**config.mk**
```make
export PLATFORM = sky130hd
export DESIGN_NAME = invbit_codec
export DESIGN_NICKNAME = d
export VERILOG_FILES = /design/src/rtl/invbit_pkg.sv /design/src/rtl/invbit_distance.sv /design/src/rtl/invbit_encoder.sv /design/src/rtl/invbit_decoder.sv /design/src/rtl/invbit_codec.sv
export SDC_FILE = /design/constraint.sdc
export NUM_CORES = 1
export LEC_CHECK = 0
export BUFFER_PORTS_ARGS = -buffer_cell sky130_fd_sc_hd__buf_4
export CELL_PAD_IN_SITES_DETAIL_PLACEMENT = 0
export CELL_PAD_IN_SITES_GLOBAL_PLACEMENT = 1
export CORE_MARGIN = 2
export CORE_UTILIZATION = 30
export CTS_CLUSTER_SIZE = 25
export DETAILED_ROUTE_END_ITERATION = 7
export PLACE_DENSITY_LB_ADDON = 0.2
export SLEW_MARGIN = 5
export SYNTH_ARGS = -nofsm -noshare
export SYNTH_HDL_FRONTEND = slang
export SYNTH_SLANG_ARGS = --single-unit
export TNS_END_PERCENT = 5
```
**constraint.sdc**
```tcl
create_clock -name clk -period 7.1 [get_ports clk]
set_clock_uncertainty 0.2 [all_clocks]
set_input_delay 0.71 -clock clk [delete_from_list [all_inputs] [get_ports clk]]
set_output_delay 0.71 -clock clk [all_outputs]
set_load 0.02 [all_outputs]
```
**src/rtl/invbit_pkg.sv**
```systemverilog
package invbit_pkg;
  typedef enum logic {
    REF_PREV = 1'b0,
    REF_ONES = 1'b1
  } ref_mode_e;
endpackage

```
**src/rtl/invbit_distance.sv**
```systemverilog
module invbit_distance #(
  parameter int W      = 33,
  parameter int THRESH = 16
) (
  input  logic [W-1:0]          cand_i,
  input  logic [W-1:0]          ref_i,
  output logic [$clog2(W+1)-1:0] dist_o,
  output logic                  over_o
);
  localparam int DW = $clog2(W+1);

  function automatic logic [DW-1:0] pop_diff(input logic [W-1:0] a, input logic [W-1:0] b);
    logic [DW-1:0] acc;
    acc = '0;
    for (int i = 0; i < W; i++) acc = acc + DW'(a[i] ^ b[i]);
    return acc;
  endfunction

  assign dist_o = pop_diff(cand_i, ref_i);
  assign over_o = (32'(dist_o) > THRESH);
endmodule

```
**src/rtl/invbit_encoder.sv**
```systemverilog
module invbit_encoder
  import invbit_pkg::*;
#(
  parameter int N = 32
) (
  input  logic         clk,
  input  logic         rst,
  input  logic         mode_sel_i,
  input  logic         in_vld_i,
  input  logic [N-1:0] in_data_i,
  output logic         enc_vld_o,
  output logic [N:0]   enc_word_o
);
  localparam int W  = N + 1;
  localparam int HF = N / 2;
  localparam int DW = $clog2(W+1);

  ref_mode_e        mode_q;
  logic             vld_q;
  logic [N:0]       hist_q;
  logic [N:0]       cand_w;
  logic [N:0]       ref_w;
  logic [N:0]       next_w;
  logic [DW-1:0]    dist_w;
  logic             inv_w;

  assign cand_w = {1'b0, in_data_i};
  assign ref_w  = (mode_q == REF_ONES) ? {W{1'b1}} : hist_q;

  invbit_distance #(.W(W), .THRESH(HF)) dist_i (
    .cand_i (cand_w),
    .ref_i  (ref_w),
    .dist_o (dist_w),
    .over_o (inv_w)
  );

  assign next_w = inv_w ? {1'b1, ~in_data_i} : cand_w;

  always_ff @(posedge clk) begin
    if (rst) begin
      mode_q <= ref_mode_e'(mode_sel_i);
      vld_q  <= 1'b0;
      hist_q <= '0;
    end else begin
      vld_q <= in_vld_i;
      if (in_vld_i) hist_q <= next_w;
    end
  end

  assign enc_vld_o  = vld_q;
  assign enc_word_o = hist_q;


  vld_latency_chk: assert property (@(posedge clk) disable iff (rst)
    vld_q |-> ($past(in_vld_i) && !$past(rst)));

  hold_idle_chk: assert property (@(posedge clk) disable iff (rst)
    (!$past(rst) && !$past(in_vld_i)) |-> $stable(hist_q));

  mode_latched_chk: assert property (@(posedge clk) disable iff (rst)
    !$past(rst) |-> $stable(mode_q));

  ones_floor_chk: assert property (@(posedge clk) disable iff (rst)
    (vld_q && mode_q == REF_ONES) |-> ($countones(hist_q) >= HF));

  toggle_bound_chk: assert property (@(posedge clk) disable iff (rst)
    (vld_q && mode_q == REF_PREV && !$past(rst)) |-> ($countones(hist_q ^ $past(hist_q)) <= HF));
endmodule

```
**src/rtl/invbit_decoder.sv**
```systemverilog
module invbit_decoder #(
  parameter int N = 32
) (
  input  logic         rx_vld_i,
  input  logic [N:0]   rx_word_i,
  output logic         dec_vld_o,
  output logic [N-1:0] dec_data_o
);
  logic flag_w;
  assign flag_w     = rx_word_i[N];
  assign dec_vld_o  = rx_vld_i;
  assign dec_data_o = rx_word_i[N-1:0] ^ {N{flag_w}};
endmodule

```
**src/rtl/invbit_codec.sv**
```systemverilog
module invbit_codec #(
  parameter int N = 32
) (
  input  logic         clk,
  input  logic         rst,
  input  logic         mode_sel_i,
  input  logic         in_vld_i,
  input  logic [N-1:0] in_data_i,
  output logic         enc_vld_o,
  output logic [N:0]   enc_word_o,
  input  logic         rx_vld_i,
  input  logic [N:0]   rx_word_i,
  output logic         dec_vld_o,
  output logic [N-1:0] dec_data_o
);
  invbit_encoder #(.N(N)) enc_i (
    .clk        (clk),
    .rst        (rst),
    .mode_sel_i (mode_sel_i),
    .in_vld_i   (in_vld_i),
    .in_data_i  (in_data_i),
    .enc_vld_o  (enc_vld_o),
    .enc_word_o (enc_word_o)
  );

  invbit_decoder #(.N(N)) dec_i (
    .rx_vld_i   (rx_vld_i),
    .rx_word_i  (rx_word_i),
    .dec_vld_o  (dec_vld_o),
    .dec_data_o (dec_data_o)
  );
endmodule

```
==> flow_summary.json, run 1 <==
{
  "nets": 585,
  "fmax_mhz": 147,
  "yosys.area_share.simple_pct": 16.5,
  "worst_ep_required_time_ns": 7.10,
  "synth_xor_area_share_pct": 17.0,
  "tightest_slew_ns": 0.695,
  "dr_wl_met2_um": 4660,
  "relSlewSlack_pct": 53.6,
  "globalRoute.totalOverflow": 0,
  "slowest_stage": "fa_1",
  "dieWidth_um": 110,
  "ys_warn_count": 0,
  "ys_ff_latch": 35,
  "clkTransAtPathRegs_ns": 0.07,
  "syn_nets": 476,
  "topRoutingLayerUsed": "met4",
  "drt-wirelength-per-cell_um": 15.1,
  "post-route-min-period_ns": 6.80,
  "maxCapViolations": 0,
  "yosysTopAreaCellShare_pct": 20.4,
  "synthAdderAreaFrac_pct": 17.2,
  "die-height_um": 110,
  "synth_compound_area_share_pct": 17.0,
  "drc": 0,
  "pin_count": 137,
  "antenna_found_initial": 0,
  "syn_inst": 375,
  "grt.total_usage_pct": 16.0,
  "numCtsBuffers": 5,
  "finalSetupViolCount": 0,
  "cp-end-kind": "flip-flop",
  "syn_to_final_growth_pct": 35.5,
  "rr_endpoint": "enc_i.enc_word_o[21]",
  "layout-drive-gt1-share_pct": 32.8,
  "antenna_left": 0,
  "slew_viol_final": 0,
  "grt_pass1_vias": 3021,
  "r2r.worst_path.cells": 21,
  "ff2ff_setup_slack_ns": 0.30,
  "cp.arrival_ns": 6.80,
  "htree_num_levels": 2,
  "clock_latency_ns": 0.29,
  "vias_per_cell": 4.91,
  "dp_hpwl_um": 6910,
  "status": "finished clean",
  "min_path_type": "flip-flop to flip-flop",
  "hold_viol": 0,
  "ff_latch_area_um2": 711,
  "r2r-start": "enc_i.mode_q",
  "path_cells": "buf_12 > nor2_1 > xnor2_1 > fa_1 > inv_1 > fa_1 > fa_1 > inv_1 > fa_1 > inv_1 > fa_1 > fa_1 > inv_1 > fa_1 > fa_2 > nor2_1 > nand2_1 > nor4b_4 > buf_4 > o31ai_1 > a311oi_2",
  "cts_buffer_depth": 2,
  "cts_root_buf": "clkbuf_8",
  "drtPass1Iterations": 4,
  "synth_flop_cell": "dfxtp_1",
  "synth_area_um2": 3340,
  "grt_max_degree": 66,
  "dr_total_vias": 3066,
  "synth.area.top_cells": "dfxtp_1, fa_1, xor2_1, a311oi_1, nor2_1",
  "start_kind": "flip-flop",
  "cp-startpoint": "enc_i.mode_q",
  "period_share_pct": 95.7,
  "ys_seq_area_share_pct": 21.3,
  "synth_top_family_by_area": "adder cells",
  "timing.critical_path.mode_cell": "fa_1",
  "rows": 38,
  "coreArea_um2": 10800,
  "finalWirelength_um": 9450,
  "cts_tree": "done",
  "cp_slowest_stage_delay_ns": 0.55,
  "setup.worst_path.class": "flip-flop to flip-flop",
  "fill_cells": 1077,
  "antenna_cells": 0,
  "die_area_um2": 12000,
  "multiInputGateArea_um2": 2330,
  "numPortBuffers": 134,
  "fin_util_pct": 41.8,
  "met3_wirelength_um": 479,
  "syn_area_per_cell_um2": 8.92,
  "place.gp.congestion": 0.778,
  "clock-sinks": 35,
  "cts_setup_buffers": 0,
  "synth_edf_count": 1,
  "initialDrtViolationCount": 140,
  "yosys.area.top_type": "dfxtp_1",
  "synth.distinct_cells": 33,
  "synthMuxAreaShare_pct": 0.299,
  "endpoint": "enc_i.enc_word_o[21]",
  "grt_pass1_wl_um": 15100,
  "crit_fanout": 33,
  "synth-async-reset-ratio_pct": 0,
  "rsz0062_at_grt": "yes",
  "start_util_pct": 30.8,
  "wl_met1_um": 4200
}
[cell usage after synthesis, drive strengths merged (2+ instances only)]
cell type / number
fa: 25
a21oi: 2
xnor2: 19
xor2: 46
ha: 6
nor2: 67
clkbuf: 16
a311oi: 32
dfxtp: 34
inv: 24
nand2: 3
buf: 22
or4: 33
o31ai: 32
dlygate4sd3: 2
[worst max-delay path: cells and delay by family (launching register included)]
kind | cells | cell delay (ns)
simple gates | 4 | 0.90
flops | 1 | 0.42
xor+xnor | 1 | 0.12
fa+ha+maj | 8 | 3.96
compound gates | 2 | 0.39
buf+inv | 6 | 0.71
[metal layers]
metal / track usage, % / vias up
li1: - / 1539
met1: 20.6 / 1442
met2: 27.6 / 78
met3: 2.67 / 7
met4: 4.16 / 0
met5: 0 / -
[cell type report]
| class | instances | share of cell area, % |
|---|---|---|
| well taps | 140 | 3.87 |
| multi-input cells | 275 | 51.5 |
| inverters | 24 | 1.99 |
| clock buffers | 7 | 1.68 |
| flip-flops and latches | 35 | 15.7 |
| repair buffers | 143 | 25.2 |
| clock inverters | 1 | 0.110 |
[state kept, by name, indices dropped and copies added, names as in the netlist]
register / count
enc_i.enc_word_o: 33
enc_i.enc_vld_o: 1
enc_i.mode_q: 1
[through the flow]
stage	hold slack (ns)	area [um^2]	TNS, ns	std cells	setup slack (ns)
floorplan	0.345	3340	0	375	0.283
global placement	0.282	4410	0	617	0.107
detailed placement	0.279	4410	0	617	0.0589
CTS	0.294	4490	0	625	0.166
global route	0.309	4530	-0.585	625	-0.0510
finish	0.289	4530	0	625	0.303
[placed cells by master, fill, tap and decap left out, types with 3 or more instances in the layout]
| cell | count |
|---|---|
| a311oi_1 | 28 |
| a311oi_2 | 4 |
| buf_12 | 5 |
| buf_4 | 137 |
| clkbuf_8 | 5 |
| dfxtp_1 | 34 |
| fa_1 | 24 |
| ha_1 | 6 |
| inv_1 | 24 |
| nand2_1 | 3 |
| nor2_1 | 67 |
| o31ai_1 | 32 |
| or4_1 | 33 |
| xnor2_1 | 18 |
| xor2_1 | 46 |
[cell families after synthesis]
| kind of cell | count (synthesis) |
|---|---|
| AO/OA/AOI/OAI | 70 |
| adder cells (fa/ha/maj) | 31 |
| XOR/XNOR | 65 |
| buffers and inverters | 65 |
| flip-flops | 35 |
| multiplexers | 1 |
| AND/OR/NAND/NOR | 108 |
[how the worst min path moves through the flow]
stage                    startpoint              endpoint  slack, ns  cells after the start
5_1_grt        enc_i.enc_word_o[32]  enc_i.enc_word_o[32]       0.31                      2
4_1_cts        enc_i.enc_word_o[32]  enc_i.enc_word_o[32]       0.29                      2
6_report       enc_i.enc_word_o[32]  enc_i.enc_word_o[32]       0.29                      2
3_3_place_gp   enc_i.enc_word_o[32]  enc_i.enc_word_o[32]       0.28                      2
3_5_place_dp   enc_i.enc_word_o[32]  enc_i.enc_word_o[32]       0.28                      2
2_1_floorplan  enc_i.enc_word_o[32]  enc_i.enc_word_o[32]       0.34                      2
[what timing repair did]
action,4_1_cts,5_1_grt
hold endpoints to repair,0,0
hold buffers,0,0
resized for setup,0,8
endpoints found under the setup margin,0,32
Power of run 1 is left out: the tool's default activity adds up to more than one toggle a clock period on the data nets, which glitch-free logic cannot reach.
==> inputs of run 2 (changes only) <==
- ABC_AREA: unset -> 1
- CTS_BUF_LIST: unset -> sky130_fd_sc_hd__clkbuf_16
- SKIP_CTS_REPAIR_TIMING: unset -> 1
==> run 2 against run 1 <==
Non-clock buffer count down 4; design area up 2.2%; global-route usage up 0.64 points; first-iteration DRC count down 36%; final cell count up 23%; utilization down 0.70 points; synthesized area up 2.6%; synthesized cell count up 35%; register-to-register slack better by 0.12 ns; critical endpoint is now enc_i.enc_word_o[17]; largest cell class unchanged; highest routed layer unchanged.
==> flow_summary.json, run 2 <==
{
  "synth_top_family_by_area": "simple AND/OR/NAND/NOR gates",
  "syn_to_final_growth_pct": 35.0,
  "synth_flop_cell": "dfxtp_1",
  "timing.critical_path.mode_cell": "fa_1",
  "slew_viol_final": 0,
  "ys_seq_area_share_pct": 20.7,
  "post-synth-top-count-cell": "nor2_1",
  "syn_nets": 607,
  "grt_pass1_vias": 3241,
  "syn_inst": 506,
  "synth-async-reset-ratio_pct": 0,
  "drc": 0,
  "yosys.area.top_type": "dfxtp_1",
  "dieWidth_um": 111,
  "holdCritStartpoint": "enc_i.enc_word_o[29]",
  "synth_xor_area_share_pct": 16.3,
  "rows": 39,
  "cp-end-kind": "flip-flop",
  "synthMuxAreaShare_pct": 0,
  "largest_reg_flops": 33,
  "synth_compound_area_share_pct": 0.802,
  "clock-sinks": 35,
  "met3_usage_pct": 3.99,
  "grt.total_usage_pct": 16.6,
  "placed_cells": 759,
  "synth_edf_count": 1,
  "fmax_mhz": 150,
  "final_cell_mix": "buf_4, nor2_1, inv_1, nand2_1, nand3_1",
  "grt_max_degree": 67,
  "cp_slowest_stage_delay_ns": 0.55,
  "cts_tree": "done",
  "numCtsBuffers": 5,
  "timing.setup.tns_ns": 0,
  "nets": 724,
  "synth_area_um2": 3430,
  "clock_latency_ns": 0.28,
  "rr_endpoint": "enc_i.enc_word_o[17]",
  "ys_ff_latch": 35,
  "netlist_top_cells_count": "nor2_1, inv_1, nand2_1",
  "worst_ep_required_time_ns": 7.08,
  "r2r-start": "enc_i.mode_q",
  "period_share_pct": 94.0,
  "htree_num_levels": 2,
  "crit_fanout": 32,
  "layout_commonest_cell": "buf_4",
  "dp_hpwl_um": 7550,
  "die_area_um2": 12300,
  "globalRoute.totalOverflow": 0,
  "tightest_slew_ns": 0.697,
  "ff2ff_setup_slack_ns": 0.43,
  "post-place-ws_ns": 0.192,
  "cp-startpoint": "enc_i.mode_q",
  "finalWirelength_um": 10200,
  "min_path_type": "flip-flop to flip-flop",
  "numPortBuffers": 134,
  "cp_num_buf_inv": 6,
  "cp.arrival_ns": 6.65,
  "slowest_stage": "fa_1",
  "start_kind": "flip-flop",
  "antenna_left": 0,
  "place.gp.congestion": 0.830,
  "stdcell_count": 766,
  "layout-drive-gt1-share_pct": 24.4,
  "drt-wirelength-per-cell_um": 13.3,
  "status": "finished clean",
  "fin_util_pct": 41.1,
  "cts_root_buf": "clkbuf_16",
  "setup.worst_path.class": "flip-flop to flip-flop",
  "coreArea_um2": 11300,
  "path_cells": "buf_4 > nor2_1 > xor2_1 > fa_1 > inv_1 > fa_1 > fa_1 > inv_1 > fa_1 > inv_1 > fa_1 > fa_1 > inv_1 > fa_1 > fa_1 > or2_1 > nor2_2 > nand3_2 > nand2_4 > nand2_4 > nand2_1 > nand3_1 > nand2_1 > inv_1",
  "use_met2_pct": 28.7,
  "hold_viol": 0,
  "clkTransAtPathRegs_ns": 0.06,
  "vias_per_cell": 4.40,
  "ys_warn_count": 0,
  "min_to": "enc_i.enc_word_o[29]",
  "initialDrtViolationCount": 89,
  "grt_use_met1_pct": 21.0,
  "finalSetupViolCount": 0,
  "yosysTopAreaCellShare_pct": 19.8,
  "maxCapViolations": 0,
  "r2r.worst_path.cells": 24,
  "synth.distinct_cells": 25,
  "top_usage_layer": "met2",
  "drtPass1Iterations": 6,
  "grt_pass1_wl_um": 16600,
  "yosys.area_share.simple_pct": 30.7,
  "start_util_pct": 30.4,
  "die-height_um": 111,
  "antenna_found_initial": 0,
  "post-route-min-period_ns": 6.67,
  "syn_area_per_cell_um2": 6.78,
  "hold_depth": 2,
  "rsz0062_at_grt": "no",
  "antenna_cells": 0,
  "relSlewSlack_pct": 53.5,
  "synthAdderAreaFrac_pct": 16.8,
  "path_delay_family": "adder cells",
  "synth.area.top_cells": "dfxtp_1, xor2_1, fa_1, nor2_1, inv_1",
  "dr_total_vias": 3374,
  "cts_buffer_depth": 2,
  "pin_count": 137,
  "fin_ws_ns": 0.427
}
run 2: per-layer routing:
| metal | wire, um | share of wire [%] | up-vias |
|---|---|---|---|
| li1 | - | - | 1717 |
| met4 | 114 | 1.1 | 0 |
| met1 | 4500 | 44 | 1532 |
| met5 | 0 | 0 | - |
| met2 | 4920 | 48 | 116 |
| met3 | 667 | 6.5 | 9 |
run 2: tightest hold or removal path, stage by stage, from the launching register on:
cell      delay, ns
dfxtp_1        0.33
o21bai_1       0.14
nor2_1         0.04
run 2: area by class of cell:
cell class / count / area (um^2)
fill: 1173 / 6640
multi-input combinational: 349 / 2220
clock buffer: 5 / 125
sequential: 35 / 711
timing repair buffer: 139 / 1040
tap: 143 / 179
clock inverter: 2 / 8.76
inverter: 93 / 349
run 2: worst max path at each step:
stage,to,slack (ns),cells after the start
CTS,enc_i.enc_word_o[11],0.35,24
detailed placement,enc_i.enc_word_o[17],0.19,22
floorplan,enc_i.enc_word_o[21],0.72,25
global placement,enc_i.enc_word_o[7],0.28,22
global route,enc_i.enc_word_o[17],0.05,23
finish,enc_i.enc_word_o[17],0.43,24
run 2: kinds of logic after synthesis:
| logic type | Yosys count |
|---|---|
| adders and majority gates | 31 |
| and+or+nand+nor | 249 |
| DFF | 35 |
| xor gates and xnor gates | 64 |
| buffers and inverters | 122 |
| AOI/OAI and AO/OA | 5 |
run 2: through the flow:
stage | instance area [um^2] | hold slack, ns
floorplan | 3430 | 0.402
global placement | 4500 | 0.340
detailed placement | 4500 | 0.342
CTS | 4630 | 0.357
global route | 4630 | 0.378
finish | 4630 | 0.352
Power of run 2 is left out for the same reason.
